<file path="config.mk">
export PLATFORM = sky130hd
export DESIGN_NAME = fxadd_unit
export DESIGN_NICKNAME = d
export VERILOG_FILES = /design/src/rtl/fxadd_pkg.sv /design/src/rtl/fxadd_decode.sv /design/src/rtl/fxadd_sum.sv /design/src/rtl/fxadd_crf.sv /design/src/rtl/fxadd_unit.sv
export SDC_FILE = /design/constraint.sdc
export NUM_CORES = 1
export LEC_CHECK = 0
export ABC_AREA = 1
export BUFFER_PORTS_ARGS = -buffer_cell sky130_fd_sc_hd__buf_4
export CAP_MARGIN = 20
export CORE_ASPECT_RATIO = 1.1
export CORE_MARGIN = 1
export CORE_UTILIZATION = 30
export CTS_BUF_LIST = sky130_fd_sc_hd__clkbuf_8
export DETAILED_ROUTE_END_ITERATION = 6
export PLACE_DENSITY = 0.56
export SYNTH_ARGS = -nofsm -noshare
export SYNTH_HDL_FRONTEND = slang
export SYNTH_SLANG_ARGS = --single-unit
</file>
<file path="constraint.sdc">
create_clock -name clk -period 3.6 [get_ports clk]
set_input_delay 0.36 -clock clk [delete_from_list [all_inputs] [get_ports clk]]
set_output_delay 0.36 -clock clk [all_outputs]
set_load 0.05 [all_outputs]
</file>
<file path="src/rtl/fxadd_pkg.sv">
package fxadd_pkg;
  localparam int INSN_W    = 32;
  localparam int REG_IDX_W = 5;
  localparam int CR_W      = 32;
  localparam int CRF_W     = 4;
  localparam int IMM_W     = 16;

  localparam logic [5:0] PRI_ADD_IMM = 6'd14;
  localparam logic [5:0] PRI_XFORM   = 6'd31;
  localparam logic [8:0] XO_ADD      = 9'd266;

  typedef enum logic [1:0] {
    KIND_BAD = 2'd0,
    KIND_IMM = 2'd1,
    KIND_REG = 2'd2
  } add_kind_e;

  typedef struct packed {
    add_kind_e              kind;
    logic [REG_IDX_W-1:0]   rt;
    logic                   zero_a;
    logic                   record;
    logic [IMM_W-1:0]       imm;
  } add_dec_t;
endpackage

</file>
<file path="src/rtl/fxadd_decode.sv">
module fxadd_decode
  import fxadd_pkg::*;
(
  input  logic [INSN_W-1:0] insn,
  output add_dec_t          dec
);
  // Fields use big-endian bit numbering: bit 0 of the word is insn[31].
  logic [5:0] primary;
  logic [8:0] ext_op;
  logic       oe_bit;
  logic       rc_bit;
  logic [4:0] ra_fld;

  always_comb begin
    primary = insn[31:26];
    ra_fld  = insn[20:16];
    oe_bit  = insn[10];
    ext_op  = insn[9:1];
    rc_bit  = insn[0];

    dec.kind   = KIND_BAD;
    dec.rt     = insn[25:21];
    dec.imm    = insn[15:0];
    dec.zero_a = 1'b0;
    dec.record = 1'b0;

    if (primary == PRI_ADD_IMM) begin
      dec.kind   = KIND_IMM;
      dec.zero_a = (ra_fld == '0);
    end else if (primary == PRI_XFORM && ext_op == XO_ADD && !oe_bit) begin
      dec.kind   = KIND_REG;
      dec.record = rc_bit;
    end
  end
endmodule

</file>
<file path="src/rtl/fxadd_sum.sv">
module fxadd_sum
  import fxadd_pkg::*;
#(
  parameter int XLEN = 32
) (
  input  add_dec_t        dec,
  input  logic [XLEN-1:0] src_a,
  input  logic [XLEN-1:0] src_b,
  output logic [XLEN-1:0] sum
);
  localparam int EXT_W = XLEN - IMM_W;

  logic [XLEN-1:0] opnd_a;
  logic [XLEN-1:0] opnd_b;
  logic [XLEN-1:0] imm_ext;

  always_comb begin
    imm_ext = {{EXT_W{dec.imm[IMM_W-1]}}, dec.imm};
    opnd_a  = dec.zero_a ? '0 : src_a;
    opnd_b  = (dec.kind == KIND_IMM) ? imm_ext : src_b;
    sum     = opnd_a + opnd_b;
  end
endmodule

</file>
<file path="src/rtl/fxadd_crf.sv">
module fxadd_crf
  import fxadd_pkg::*;
#(
  parameter int XLEN = 32
) (
  input  logic [XLEN-1:0]       sum,
  input  logic                  so,
  input  logic [CR_W-CRF_W-1:0] cr_keep,
  output logic [CR_W-1:0]       cr_new
);
  logic [CRF_W-1:0] field;

  always_comb begin
    if (sum[XLEN-1])      field = 4'b1000;
    else if (sum == '0)   field = 4'b0010;
    else                  field = 4'b0100;
    field[0] = so;
    cr_new   = {field, cr_keep};
  end
endmodule

</file>
<file path="src/rtl/fxadd_unit.sv">
module fxadd_unit
  import fxadd_pkg::*;
#(
  parameter int XLEN            = 32,
  parameter int ADDR_W          = 32,
  parameter int INSN_BYTES      = 4,
  parameter int RST_SYNC_STAGES = 2
) (
  input  logic                 clk,
  input  logic                 rst_n,
  input  logic                 in_valid,
  input  logic [INSN_W-1:0]    in_insn,
  input  logic [XLEN-1:0]      in_src_a,
  input  logic [XLEN-1:0]      in_src_b,
  input  logic                 in_so,
  input  logic [CR_W-1:0]      in_cr,
  input  logic [ADDR_W-1:0]    in_cia,
  output logic                 out_valid,
  output logic                 out_illegal,
  output logic                 out_gpr_we,
  output logic [REG_IDX_W-1:0] out_gpr_idx,
  output logic [XLEN-1:0]      out_gpr_data,
  output logic                 out_cr_we,
  output logic [CR_W-1:0]      out_cr,
  output logic [ADDR_W-1:0]    out_nia
);
  localparam logic [ADDR_W-1:0] STEP = ADDR_W'(INSN_BYTES);
  localparam int KEEP_W = CR_W - CRF_W;

  // Reset: asserted at once, released after RST_SYNC_STAGES edges.
  logic [RST_SYNC_STAGES-1:0] rst_pipe;
  logic                       rst_sync_n;

  always_ff @(posedge clk or negedge rst_n) begin
    if (!rst_n) rst_pipe <= '0;
    else        rst_pipe <= {rst_pipe[RST_SYNC_STAGES-2:0], 1'b1};
  end
  assign rst_sync_n = rst_pipe[RST_SYNC_STAGES-1];

  // Datapath
  add_dec_t         dec;
  logic [XLEN-1:0]  sum;
  logic [CR_W-1:0]  cr_calc;

  fxadd_decode u_decode (
    .insn (in_insn),
    .dec  (dec)
  );

  fxadd_sum #(.XLEN(XLEN)) u_sum (
    .dec   (dec),
    .src_a (in_src_a),
    .src_b (in_src_b),
    .sum   (sum)
  );

  fxadd_crf #(.XLEN(XLEN)) u_crf (
    .sum     (sum),
    .so      (in_so),
    .cr_keep (in_cr[KEEP_W-1:0]),
    .cr_new  (cr_calc)
  );

  // Next state
  logic                 nxt_valid, nxt_illegal, nxt_gpr_we, nxt_cr_we;
  logic [ADDR_W-1:0]    nxt_nia;
  logic                 payload_en;
  logic                 is_legal;

  always_comb begin
    is_legal    = (dec.kind != KIND_BAD);
    nxt_valid   = in_valid;
    nxt_illegal = in_valid && !is_legal;
    nxt_gpr_we  = in_valid && is_legal;
    nxt_cr_we   = in_valid && (dec.kind == KIND_REG) && dec.record;
    nxt_nia     = is_legal ? (in_cia + STEP) : in_cia;
    payload_en  = in_valid;
  end

  // Registers
  always_ff @(posedge clk or negedge rst_sync_n) begin
    if (!rst_sync_n) begin
      out_valid    <= 1'b0;
      out_illegal  <= 1'b0;
      out_gpr_we   <= 1'b0;
      out_cr_we    <= 1'b0;
      out_gpr_idx  <= '0;
      out_gpr_data <= '0;
      out_cr       <= '0;
      out_nia      <= '0;
    end else begin
      out_valid   <= nxt_valid;
      out_illegal <= nxt_illegal;
      out_gpr_we  <= nxt_gpr_we;
      out_cr_we   <= nxt_cr_we;
      if (payload_en) begin
        out_gpr_idx  <= dec.rt;
        out_gpr_data <= sum;
        out_cr       <= cr_calc;
        out_nia      <= nxt_nia;
      end
    end
  end

  // Assertions
  a_r2_one_cycle: assert property (@(posedge clk) disable iff (!rst_sync_n)
    in_valid |=> out_valid);
  a_r2_idle_quiet: assert property (@(posedge clk) disable iff (!rst_sync_n)
    !in_valid |=> !(out_valid || out_gpr_we || out_cr_we || out_illegal));
  a_r10_no_write: assert property (@(posedge clk) disable iff (!rst_sync_n)
    out_illegal |-> !(out_gpr_we || out_cr_we));
  a_r10_hold_addr: assert property (@(posedge clk) disable iff (!rst_sync_n)
    (in_valid && in_insn[31:26] != PRI_ADD_IMM && in_insn[31:26] != PRI_XFORM)
      |=> (out_illegal && out_nia == $past(in_cia)));
  a_r7_cr_needs_gpr: assert property (@(posedge clk) disable iff (!rst_sync_n)
    out_cr_we |-> out_gpr_we);
  a_r7_sign_class: assert property (@(posedge clk) disable iff (!rst_sync_n)
    out_cr_we |-> (out_cr[CR_W-1] == out_gpr_data[XLEN-1]) &&
                  (out_cr[CR_W-3] == (out_gpr_data == '0)) &&
                  ($countones(out_cr[CR_W-1:CR_W-3]) == 1));
  a_r7_so_copy: assert property (@(posedge clk) disable iff (!rst_sync_n)
    out_cr_we |-> out_cr[CR_W-4] == $past(in_so));
  a_r8_keep_low: assert property (@(posedge clk) disable iff (!rst_sync_n)
    out_cr_we |-> out_cr[KEEP_W-1:0] == $past(in_cr[KEEP_W-1:0]));
  a_r9_step: assert property (@(posedge clk) disable iff (!rst_sync_n)
    (out_valid && !out_illegal) |-> out_nia == $past(in_cia) + STEP);
  a_r11_rt_index: assert property (@(posedge clk) disable iff (!rst_sync_n)
    out_gpr_we |-> out_gpr_idx == $past(in_insn[25:21]));
endmodule

</file>
# --- Word level (Yosys, flattened, before mapping) ---
# Index checks and enable logic that the tools add are counted.
word_totals:
  ff_bits: 107
  out_inout_bits: 105
  word_cells: 37
op_classes:
  n_addsub: 2
  n_eq_ne: 5
  muxes: 10
  reduce_logical: 11
op_table:
  columns: ["op", "count"]
  rows:
  - ["2-to-1 mux 32 bit", 3]
  - ["adder 32 x 3 -> 32 bit, second input constant", 1]
  - ["adder 32 bit", 1]
  - ["logical NOT 32 bit", 1]
  - ["== test 9 bit, second input constant", 1]
  - ["== test 6 x 4 -> 1 bit, second input constant", 1]
  - ["== test 6 x 5 -> 1 bit, second input constant", 1]
  - ["logical AND 1 bit", 6]
  - ["logical NOT 5 bit", 1]
  - ["2-to-1 mux 2 bit", 2]
  - ["2-to-1 mux 4 bit", 1]
  - ["2-to-1 mux 1 bit", 3]
  - ["2-to-1 mux 3 bit", 1]
  - ["== test 2 x 1 -> 1 bit, second input constant", 1]
  - ["== test 2 bit, second input constant", 1]
  - ["logical NOT 1 bit", 2]
  - ["nonzero test 2 bit", 1]

# --- Logic depth before layout (Yosys ltp) ---
# Gate-level depths: netlist (run 1).
depth:
  ltp_word: 11
  depth_mapped: 26
  ltp_nobuf: 24

# --- By module ---
# Synthesis (run 1) repeated with hierarchy kept, for this count alone.
unflattened:
  hier_cells: 1356
  hier_area_um2: 8409.3
by_module_without_submodules:
  columns: ["module", "instances", "cells_per_inst", "area_per_inst_um2"]
  rows:
  - ["fxadd_unit", 1, 594, 4819.6]
  - ["fxadd_sum", 1, 649, 2949.1]
  - ["fxadd_crf", 1, 62, 352.8]
  - ["fxadd_decode", 1, 51, 287.8]

# --- Worst setup path after synthesis (run 1) ---
# Ideal clock, no wire load.
synth_path:
  path_kind: "input port to flip-flop"
  from: "input port in_insn[27]"
  to: "register out_cr[30]"
  arrival_ps: 2889
  t_required_ps: 3482
  path_slack_ps: 593
  stages: 22
  path_buffers: 1
  cell_sequence: "inv_1 > nor3_2 > nand2_1 > nor2_1 > clkbuf_1 > nor2_1 > ha_1 > fa_1 > nand3_1 > nand2_2 > nand2_1 > nand2_1 > nand2_1 > nand2_1 > nor2_1 > nand2_1 > nor2_1 > nand3_1 > nor2_2 > nand3_1 > nand2_1 > nand2_1"
synth_via:
  elab_chain_len: 11
synth_rtl:
  columns: ["item", "line", "rtl"]
  rows:
  - ["start, declared", "fxadd_unit.sv:12", "input logic [INSN_W-1:0] in_insn,"]
  - ["== test 6 x 5 -> 1 bit", "fxadd_decode.sv:30", "end else if (primary == PRI_XFORM && ext_op == XO_ADD && !oe_bit) begin"]
  - ["logical AND 1 bit (2 in series)", "fxadd_decode.sv:30", null]
  - ["2-to-1 mux 2 bit", "fxadd_decode.sv:30", null]
  - ["2-to-1 mux 2 bit", "fxadd_decode.sv:27", "if (primary == PRI_ADD_IMM) begin"]
  - ["== test 2 x 1 -> 1 bit", "fxadd_sum.sv:20", "opnd_b = (dec.kind == KIND_IMM) ? imm_ext : src_b;"]
  - ["2-to-1 mux 32 bit", "fxadd_sum.sv:20", null]
  - ["adder 32 bit *", "fxadd_sum.sv:21", "sum = opnd_a + opnd_b;"]
  - ["logical NOT 32 bit", "fxadd_crf.sv:15", "else if (sum == '0) field = 4'b0010;"]
  - ["2-to-1 mux 3 bit", "fxadd_crf.sv:15", null]
  - ["2-to-1 mux 4 bit *", "fxadd_crf.sv:14", "if (sum[XLEN-1]) field = 4'b1000;"]
  - ["end signal, assigned", "fxadd_unit.sv:99", "out_cr <= cr_calc;"]
  - ["end, declared", "fxadd_unit.sv:24", "output logic [CR_W-1:0] out_cr,"]
# Mark *: on every way between the ends. The rest lies on a longest branch, timed or not.
# A chain may end at the register's enable or synchronous reset.

# --- Worst setup path in the final report (run 1) ---
layout_path:
  from: "input port in_insn[26]"
  to: "register out_cr[30]"
# Same word-level chain as after synthesis.

==> results of run 1 <==
## per-layer routing
metal | up-vias | part of all wire
met5 | - | 0
met4 | 0 | 0.015
met3 | 19 | 0.040
met2 | 215 | 0.49
met1 | 3845 | 0.45
li1 | 4611 | -
## placed cells by master (no fill, tap or decap), types with 2 or more instances in the layout
master,instances
a21oi_1,18
a21oi_2,2
a31oi_1,31
buf_4,272
clkbuf_8,9
clkinvlp_4,2
dfrtp_1,105
ha_1,32
inv_1,184
inv_2,14
inv_8,2
nand2_1,573
nand2_2,10
nand3_1,54
nand3_2,3
nand3b_1,6
nand4_1,21
nor2_1,136
nor2_2,11
nor2_4,2
nor3_1,19
nor3_2,4
nor4_1,11
o21ai_0,29
xnor2_1,6
xor2_1,18
## area by class of cell
| cell class | instances | area, um2 |
|---|---|---|
| timing repair buffer | 275 | 2100 |
| sequential | 106 | 2660 |
| multi-input combinational | 994 | 4630 |
| tap | 352 | 440 |
| inverter | 199 | 747 |
| clock buffer | 9 | 124 |
| clock inverter | 7 | 60.1 |
| fill | 2887 | 15700 |
## cell families after synthesis
kind of cell | after synthesis | synth area share
xor gates and xnor gates | 24 | 0.0257
adders and majority gates | 33 | 0.0515
AOI/OAI and AO/OA | 84 | 0.0581
buffers and inverters | 235 | 0.109
other | 1 | 0.000459
DFF | 106 | 0.325
and+or+nand+nor | 852 | 0.430
## worst max path at each step
stage                      startpoint    endpoint  slack (ns)  cells after the start
after floorplan           rst_pipe[1]   out_cr[0]        0.43                      0
after global placement    in_insn[26]  out_cr[30]        0.24                     24
after detailed placement  in_insn[26]  out_cr[30]        0.20                     24
after CTS                 in_insn[26]  out_cr[30]        0.61                     24
after global routing      in_insn[26]  out_cr[30]        0.23                     23
final                     in_insn[26]  out_cr[30]        0.60                     21
## flip-flops by register name, indices dropped and copies added (netlist names)
signal	count
out_gpr_data	32
out_nia	32
out_cr	31
out_gpr_idx	5
rst_pipe	2
out_cr_we	1
out_gpr_we	1
out_illegal	1
out_valid	1
## power by group through the flow
stage | Combinational (mW) | Clock (mW) | Sequential [mW]
6_report | 1.65 | 0.708 | 1.40
5_1_grt | 1.80 | 0.786 | 1.42
4_1_cts | 1.65 | 0.755 | 1.42
3_5_place_dp | 1.64 | 0 | 1.44
3_3_place_gp | 1.64 | 0 | 1.44
2_1_floorplan | 0.599 | 0 | 1.89
## stage by stage
step / util / instances / hold slack [ns] / setup WS [ns] / power, mW
after floorplan: - / 1335 / 0.0644 / 0.429 / 2.49
after global placement: 0.398 / 1924 / 0.143 / 0.242 / 3.08
after detailed placement: 0.398 / 1924 / 0.145 / 0.203 / 3.09
after CTS: 0.405 / 1941 / 0.146 / 0.609 / 3.82
after global routing: 0.407 / 1942 / 0.150 / 0.230 / 4.01
final: 0.407 / 1942 / 0.173 / 0.600 / 3.76
==> run summary, run 1 <==
- top cell family by delay on the critical path: simple AND/OR/NAND/NOR gates
- std cell rows: 62
- Final min period: 3.00 ns
- number of cells on the worst reg-to-reg path: 1
- residual DRC count: 0
- number of distinct library cells after synthesis: 35
- met2 usage: 0.343
- Slowest Stage Delay on Critical Path: 0.46 ns
- Crit Path Category: input port to flip-flop
- end point of the most critical hold path: out_cr[28]
- DIE AREA: 27,900 um2
- core area: 26,500 um2
- fraction of power consumed by combinational cells: 0.438
- predominant post-synthesis flop cell: dfrtp_1
- R2R Path Start: rst_pipe[1]
- WL per Instance: 13.6 um
- transition time at the pin with the least slew margin: 0.930 ns
- sequential area share after synthesis: 0.325
- met3 usage in global routing: 0.0233
- cell types with the highest counts after synthesis: 573 x nand2_1, 184 x inv_1, 137 x nor2_1
- critical path's most frequent cell: nand2_1
- worst-skew pair later-pin latency: 0.37 ns
- post-route cell area: 10,800 um2
- cell chosen for the clock root: clkbuf_8
- number of flops mapped to enable cells by yosys: 0
- critical path endpoint category: flip-flop
- clock tree from TritonCTS: done
- initial antenna violation count: 0
- pin count of the biggest net entering global routing: 84
- destination of the worst register-to-register timing path: out_nia[11]
- Clock transition at path regs: 0.11 ns
- number of buffers inserted by post-CTS setup repair: 0
- number of cells produced by synthesis: 1,335
- # IOs: 269
- Yosys warning count: 0
- Layout area overhead: 31.6%
- cts bufs inserted: 9
- worst slew margin relative to its limit: 0.380
- Power Density: 350 nW/um2
- reg2reg setup slack: 2.67 ns
- post-synthesis instance area: 8170 um2
- status: completed
- die width: 159 um
- crit-path cells: buf_4 > nor3_2 > nand2_1 > nor2_2 > nor2_1 > ha_1 > fa_1 > nand3_1 > nand2_2 > nand2_1 > nand2_1 > nand2_1 > nand2_1 > nor2_1 > nand2_1 > nor2_1 > nand3_1 > nor2_2 > nand3_1 > nand2_1 > nand2_1
- Slowest cell on crit path: fa_1
- Synth async-reset ratio: 1.00
- final antenna diode count: 0
- die height: 175 um
- maximum clock frequency: 333 MHz
- Int Pwr: 2.12 mW
- H-tree depth: 3
- via/cell ratio: 4.47
- sequential group share of total power: 0.373
- routability congestion estimate from global placement: 0.869
- portion of the clock cycle consumed by the worst path in the final layout: 0.833
- unrepaired setup endpoints after global routing: false
- Resized Gates After CTS: 0
- count of antenna-violating nets left after detailed routing: 0
- post-synthesis average cell area: 6.12 um2
- number of nets at the end of the flow: 1,782
- worst hold path stage count: 3
- aggregate global routing overflow: 0
- largest voltage drop on the vdd net: 0.205 mV
- Setup violations, final: 0
- TritonRoute pass-1 iters: 5
- top cell type's share of synthesized area: 0.325
- Synth area leader: dfrtp_1
- most instantiated library cell after synthesis: nand2_1
- clock tree sinks: 106
- grt peak-use layer: met2
- sum of routed wire length over all layers: 26,400 um
- Max-cap violations: 0
- data arrival at the endpoint of the critical path: 3.27 ns
- required time at the endpoint of the critical path: 3.87 ns
- nets in the synthesized netlist: 1,532
- peak fanout along the critical path: 4
- via count of the first global-routing pass: 8,358
- count of port buffers added during placement: 264
- dpl hpwl: 21,900 um
- type of origin of the critical path: input port
- leakage component of the power: 6.09 nW
- largest cells by area after synthesis: dfrtp_1 32%, nand2_1 26%, inv_1 8.5%, nor2_1 6.3%, ha_1 4.9%
- met1 layer usage reported by global route: 0.243
- clock tree skew after final layout: 0.0150 ns
- clock share of power: 0.188
- ratio of cells with drive above 1 in the final layout: 0.213
- switching share of power: 0.436
- wire length of the first global-routing pass: 42,800 um
- register bit count reported by yosys: 106
- worst min-delay path class: input port to flip-flop
- total routing resource utilization after global routing: 0.191
- Setup Total Neg Slack: 0 ns
- Bufs on Longest Clock Path: 2
- buffers and inverters on the worst path: 1
- number of pins exceeding their max-slew limit in the final report: 0
- Hold Violations, Final: 0
- initial cell density of the core: 0.309
- placed inst area: 10,500 um2
- quantity of hold-fixing buffers added after cts: 1
- launch instance of the worst min-delay path: in_so
- Vias: 8,690
- net switching power: 1.64 mW
- detailed router's first-iteration violation count: 399
Note: power is estimated with default switching activity, not from simulation.
==> run 2: changes to the inputs <==
--- a/config.mk
+++ b/config.mk
@@ -5,7 +5,7 @@
 export SDC_FILE = /design/constraint.sdc
 export NUM_CORES = 1
 export LEC_CHECK = 0
-export ABC_AREA = 1
+export ABC_AREA = 0
 export BUFFER_PORTS_ARGS = -buffer_cell sky130_fd_sc_hd__buf_4
 export CAP_MARGIN = 20
 export CORE_ASPECT_RATIO = 1.1
@@ -13,7 +13,7 @@
 export CORE_UTILIZATION = 30
 export CTS_BUF_LIST = sky130_fd_sc_hd__clkbuf_8
 export DETAILED_ROUTE_END_ITERATION = 6
-export PLACE_DENSITY = 0.56
+export PLACE_DENSITY = 0.57
 export SYNTH_ARGS = -nofsm -noshare
 export SYNTH_HDL_FRONTEND = slang
 export SYNTH_SLANG_ARGS = --single-unit
==> constraint.sdc (replaced) <==
create_clock -name clk -period 3 [get_ports clk]
set_input_delay 0.3 -clock clk [delete_from_list [all_inputs] [get_ports clk]]
set_output_delay 0.3 -clock clk [all_outputs]
set_load 0.05 [all_outputs]
==> run summary, run 2 <==
- initial antenna violation count: 0, unchanged
- aggregate global routing overflow: 0, unchanged
- H-tree depth: 3, unchanged
- core area: 22,900 um2, was 26,500 um2
- Setup violations, final: 21, was 0
- post-synthesis average cell area: 9.69 um2, was 6.12 um2
- pin count of the biggest net entering global routing: 80, was 84
- worst min-delay path class: input port to flip-flop, unchanged
- maximum clock frequency: 237 MHz
- sum of routed wire length over all layers: 23,600 um, was 26,400 um
- Final min period: 4.23 ns
- Hold Violations, Final: 0, unchanged
- detailed router's first-iteration violation count: 255, was 399
- ratio of cells with drive above 1 in the final layout: 0.557, was 0.213
- routability congestion estimate from global placement: 0.900, was 0.869
- proportion of synthesized area in mux cells: 0.120, was 0
- largest registers in the final layout: out_gpr_data x32, out_nia x32, out_cr x31, unchanged
- number of pins exceeding their max-slew limit in the final report: 0, unchanged
- top cell type's share of synthesized area: 0.379, was 0.325
- required time at the endpoint of the critical path: 3.29 ns, was 3.87 ns
- post-route cell area: 11,400 um2, was 10,800 um2
- largest family of logic cells by synthesized area: simple AND/OR/NAND/NOR gates, unchanged
- count of port buffers added during placement: 264, unchanged
- DIE AREA: 24,000 um2, was 27,900 um2
- leakage component of the power: 5.35 nW, was 6.09 nW
- wire length of the first global-routing pass: 36,600 um, was 42,800 um
- # IOs: 269, unchanged
- placed inst area: 10,500 um2, about the same
- Clock transition at path regs: 0.13 ns, was 0.11 ns
- dpl hpwl: 18,500 um, was 21,900 um
- most instantiated library cell after synthesis: dfrtp_1, was nand2_1
- std cell rows: 58, was 62
- WL per Instance: 16.4 um, was 13.6 um
- residual DRC count: 0, unchanged
- fraction of the mapped netlist area in compound gates: 0.162, was 0.0580
- critical path's most frequent cell: or4_4, was nand2_1
- area share of xor/xnor cells in the synthesized design: 0.0677, was 0.0257
- met1 layer usage reported by global route: 0.251, was 0.243
- Slowest cell on crit path: or4_1, was fa_1
- final antenna diode count: 0, unchanged
- die height: 162 um, was 175 um
- sequential area share after synthesis: 0.379, was 0.325
- TritonRoute pass-1 iters: 4, was 5
- number of nets at the end of the flow: 1,333, was 1,782
- via/cell ratio: 4.82, was 4.47
- top cell family by delay on the critical path: simple AND/OR/NAND/NOR gates, unchanged
- cell chosen for the clock root: clkbuf_8, unchanged
- Yosys warning count: 0, unchanged
- Vias: 6,944, was 8,690
- buffers and inverters on the worst path: 1, unchanged
- unrepaired setup endpoints after global routing: true, was false
- Layout area overhead: 62.9%, was 31.6%
- number of cells on the worst reg-to-reg path: 1, unchanged
- nets in the synthesized netlist: 920, was 1,532
- Setup Total Neg Slack: -8.01 ns, was 0 ns
- worst-skew pair later-pin latency: 0.38 ns, was 0.37 ns
- simple-gate portion of the synthesized area: 0.179, was 0.430
- number of inserted filler cells in the final layout: 2,215, was 2,887
- clock tree sinks: 106, unchanged
- met3 usage in global routing: 0.0298, was 0.0233
- worst slew margin relative to its limit: 0.458, was 0.380
- Post-Synth Adder-Cell Area: 0.0600, was 0.0515
- number of cells produced by synthesis: 723, was 1,335
- via count of the first global-routing pass: 6,993, was 8,358
- critical path endpoint category: flip-flop, unchanged
- data arrival at the endpoint of the critical path: 4.52 ns, was 3.27 ns
- Synth area leader: dfrtp_1, unchanged
- Max-cap violations: 0, unchanged
- met2 usage: 0.336, was 0.343
- total power after layout: 5.34 mW, was 3.76 mW
- total routing resource utilization after global routing: 0.194, was 0.191
- largest voltage drop on the vdd net: 0.311 mV, was 0.205 mV
- status: complete, but fails checks, was completed
- initial cell density of the core: 0.306, was 0.309
- most common library cell in the layout ignoring fill and taps: buf_4, was nand2_1
- worst hold path stage count: 2, was 3
- Synth async-reset ratio: 1.00, unchanged
- transition time at the pin with the least slew margin: 0.813 ns, was 0.930 ns
- largest cells by area after synthesis: dfrtp_1 38%, mux2_2 12%, ha_1 5.7%, a21oi_1 5.0%, a21o_1 3.5%, was dfrtp_1 32%, nand2_1 26%, inv_1 8.5%, nor2_1 6.3%, ha_1 4.9%
- clock tree from TritonCTS: done, unchanged
- cts bufs inserted: 9, unchanged
- Slowest Stage Delay on Critical Path: 0.49 ns, was 0.46 ns
- Bufs on Longest Clock Path: 2, unchanged
- failing checks: negative setup slack
- portion of the clock cycle consumed by the worst path in the final layout: 1.41
- predominant post-synthesis flop cell: dfrtp_1, unchanged
- Crit Path Category: input port to flip-flop, unchanged
- number of cells on the critical path: 16, was 21
- clock tree skew after final layout: 0.0150 ns, about the same
- peak fanout along the critical path: 4, unchanged
- crit-path cells: buf_6 > nand4b_1 > or3_4 > nor3_4 > nor2b_1 > ha_2 > fa_2 > a21o_1 > a21oi_2 > xnor2_1 > or4_4 > a2111oi_4 > or3b_1 > or4_1 > or4_4 > o21ba_1, was buf_4 > nor3_2 > nand2_1 > nor2_2 > nor2_1 > ha_1 > fa_1 > nand3_1 > nand2_2 > nand2_1 > nand2_1 > nand2_1 > nand2_1 > nor2_1 > nand2_1 > nor2_1 > nand3_1 > nor2_2 > nand3_1 > nand2_1 > nand2_1
- cell types with the highest counts after synthesis: 106 x dfrtp_1, 74 x mux2_2, 70 x a21oi_1, was 573 x nand2_1, 184 x inv_1, 137 x nor2_1
- type of origin of the critical path: input port, unchanged
- count of antenna-violating nets left after detailed routing: 0, unchanged
- worst setup slack after layout: -1.23 ns, was 0.600 ns
- post-synthesis instance area: 7000 um2, was 8170 um2
- register bit count reported by yosys: 106, unchanged
- number of distinct library cells after synthesis: 74, was 35
- number of flops mapped to enable cells by yosys: 0, unchanged
- worst hold slack across all endpoints: 0.134 ns, was 0.173 ns
- leading cell types in the layout, fill and taps excluded: 421 x buf_4, 105 x dfrtp_1, 69 x mux2_2, was 573 x nand2_1, 272 x buf_4, 184 x inv_1
- grt peak-use layer: met2, unchanged
- Power Density: 468 nW/um2, was 350 nW/um2
- die width: 148 um, was 159 um
## run 2: routing by layer
layer,up-vias,wire (um)
li1,3448,-
met1,3294,10400
met2,180,11700
met3,22,1170
met4,0,335
met5,-,0
## run 2: kinds of logic (layout without fill, tap and decap cells)
kind of cell | after synthesis | in the layout
AND/OR/NAND/NOR | 235 | 235
AO/OA/AOI/OAI | 172 | 172
flip-flops | 106 | 106
multiplexers | 75 | 75
XOR/XNOR | 52 | 52
buffers and inverters | 49 | 467
adder cells (fa/ha/maj) | 33 | 33
other | 1 | 1
## run 2: report_power, final
part | total, mW | leakage (nW) | switching [mW] | internal, mW
sequential | 1.75 | 1.23 | 0.127 | 1.62
clock | 0.943 | 0.0998 | 0.608 | 0.335
combinational | 2.64 | 4.02 | 1.49 | 1.15
## run 2: path summary, 6_finish.rpt
path / from / end / slack [ns]
max: in_insn[31] / out_cr[30] / -1.23
min: in_cr[19] / out_cr[19] / 0.13
max reg2reg: rst_pipe[1] / out_gpr_data[9] / 1.83
min reg2reg: rst_pipe[0] / rst_pipe[1] / 0.37
max in group asynchronous: rst_pipe[1] / out_gpr_data[9] / 1.83
min in group asynchronous: rst_n / rst_pipe[1] / 0.22
## run 2: metrics by stage
step           cells  utilization  setup slack, ns
2_1_floorplan    723            -            -1.68
3_3_place_gp    1414        0.461            -1.89
3_5_place_dp    1414        0.461            -2.06
4_1_cts         1435        0.485            -1.21
5_1_grt         1441        0.499            -1.37
6_report        1441        0.499            -1.23
## run 2: final cells by class
| cell class | instances | area [um2] | share of cell area |
|---|---|---|---|
| multi-input cells | 568 | 4690 | 0.411 |
| clock buffers | 9 | 124 | 0.0109 |
| inverters | 8 | 30.0 | 0.00263 |
| clock inverters | 7 | 80.1 | 0.00702 |
| well taps | 300 | 375 | 0.0329 |
| repair buffers | 443 | 3450 | 0.303 |
| flip-flops and latches | 106 | 2660 | 0.233 |
## run 2: timing repair
| item | 4_1_cts | 5_1_grt |
|---|---|---|
| setup buffers | 4 | 6 |
| hold endpoints to repair | 2 | 0 |
| gates cloned | 1 | 0 |
| hold buffers | 1 | 0 |
| setup endpoints to repair | 28 | 25 |
| gates resized for setup | 61 | 57 |
| pin swaps | 17 | 9 |
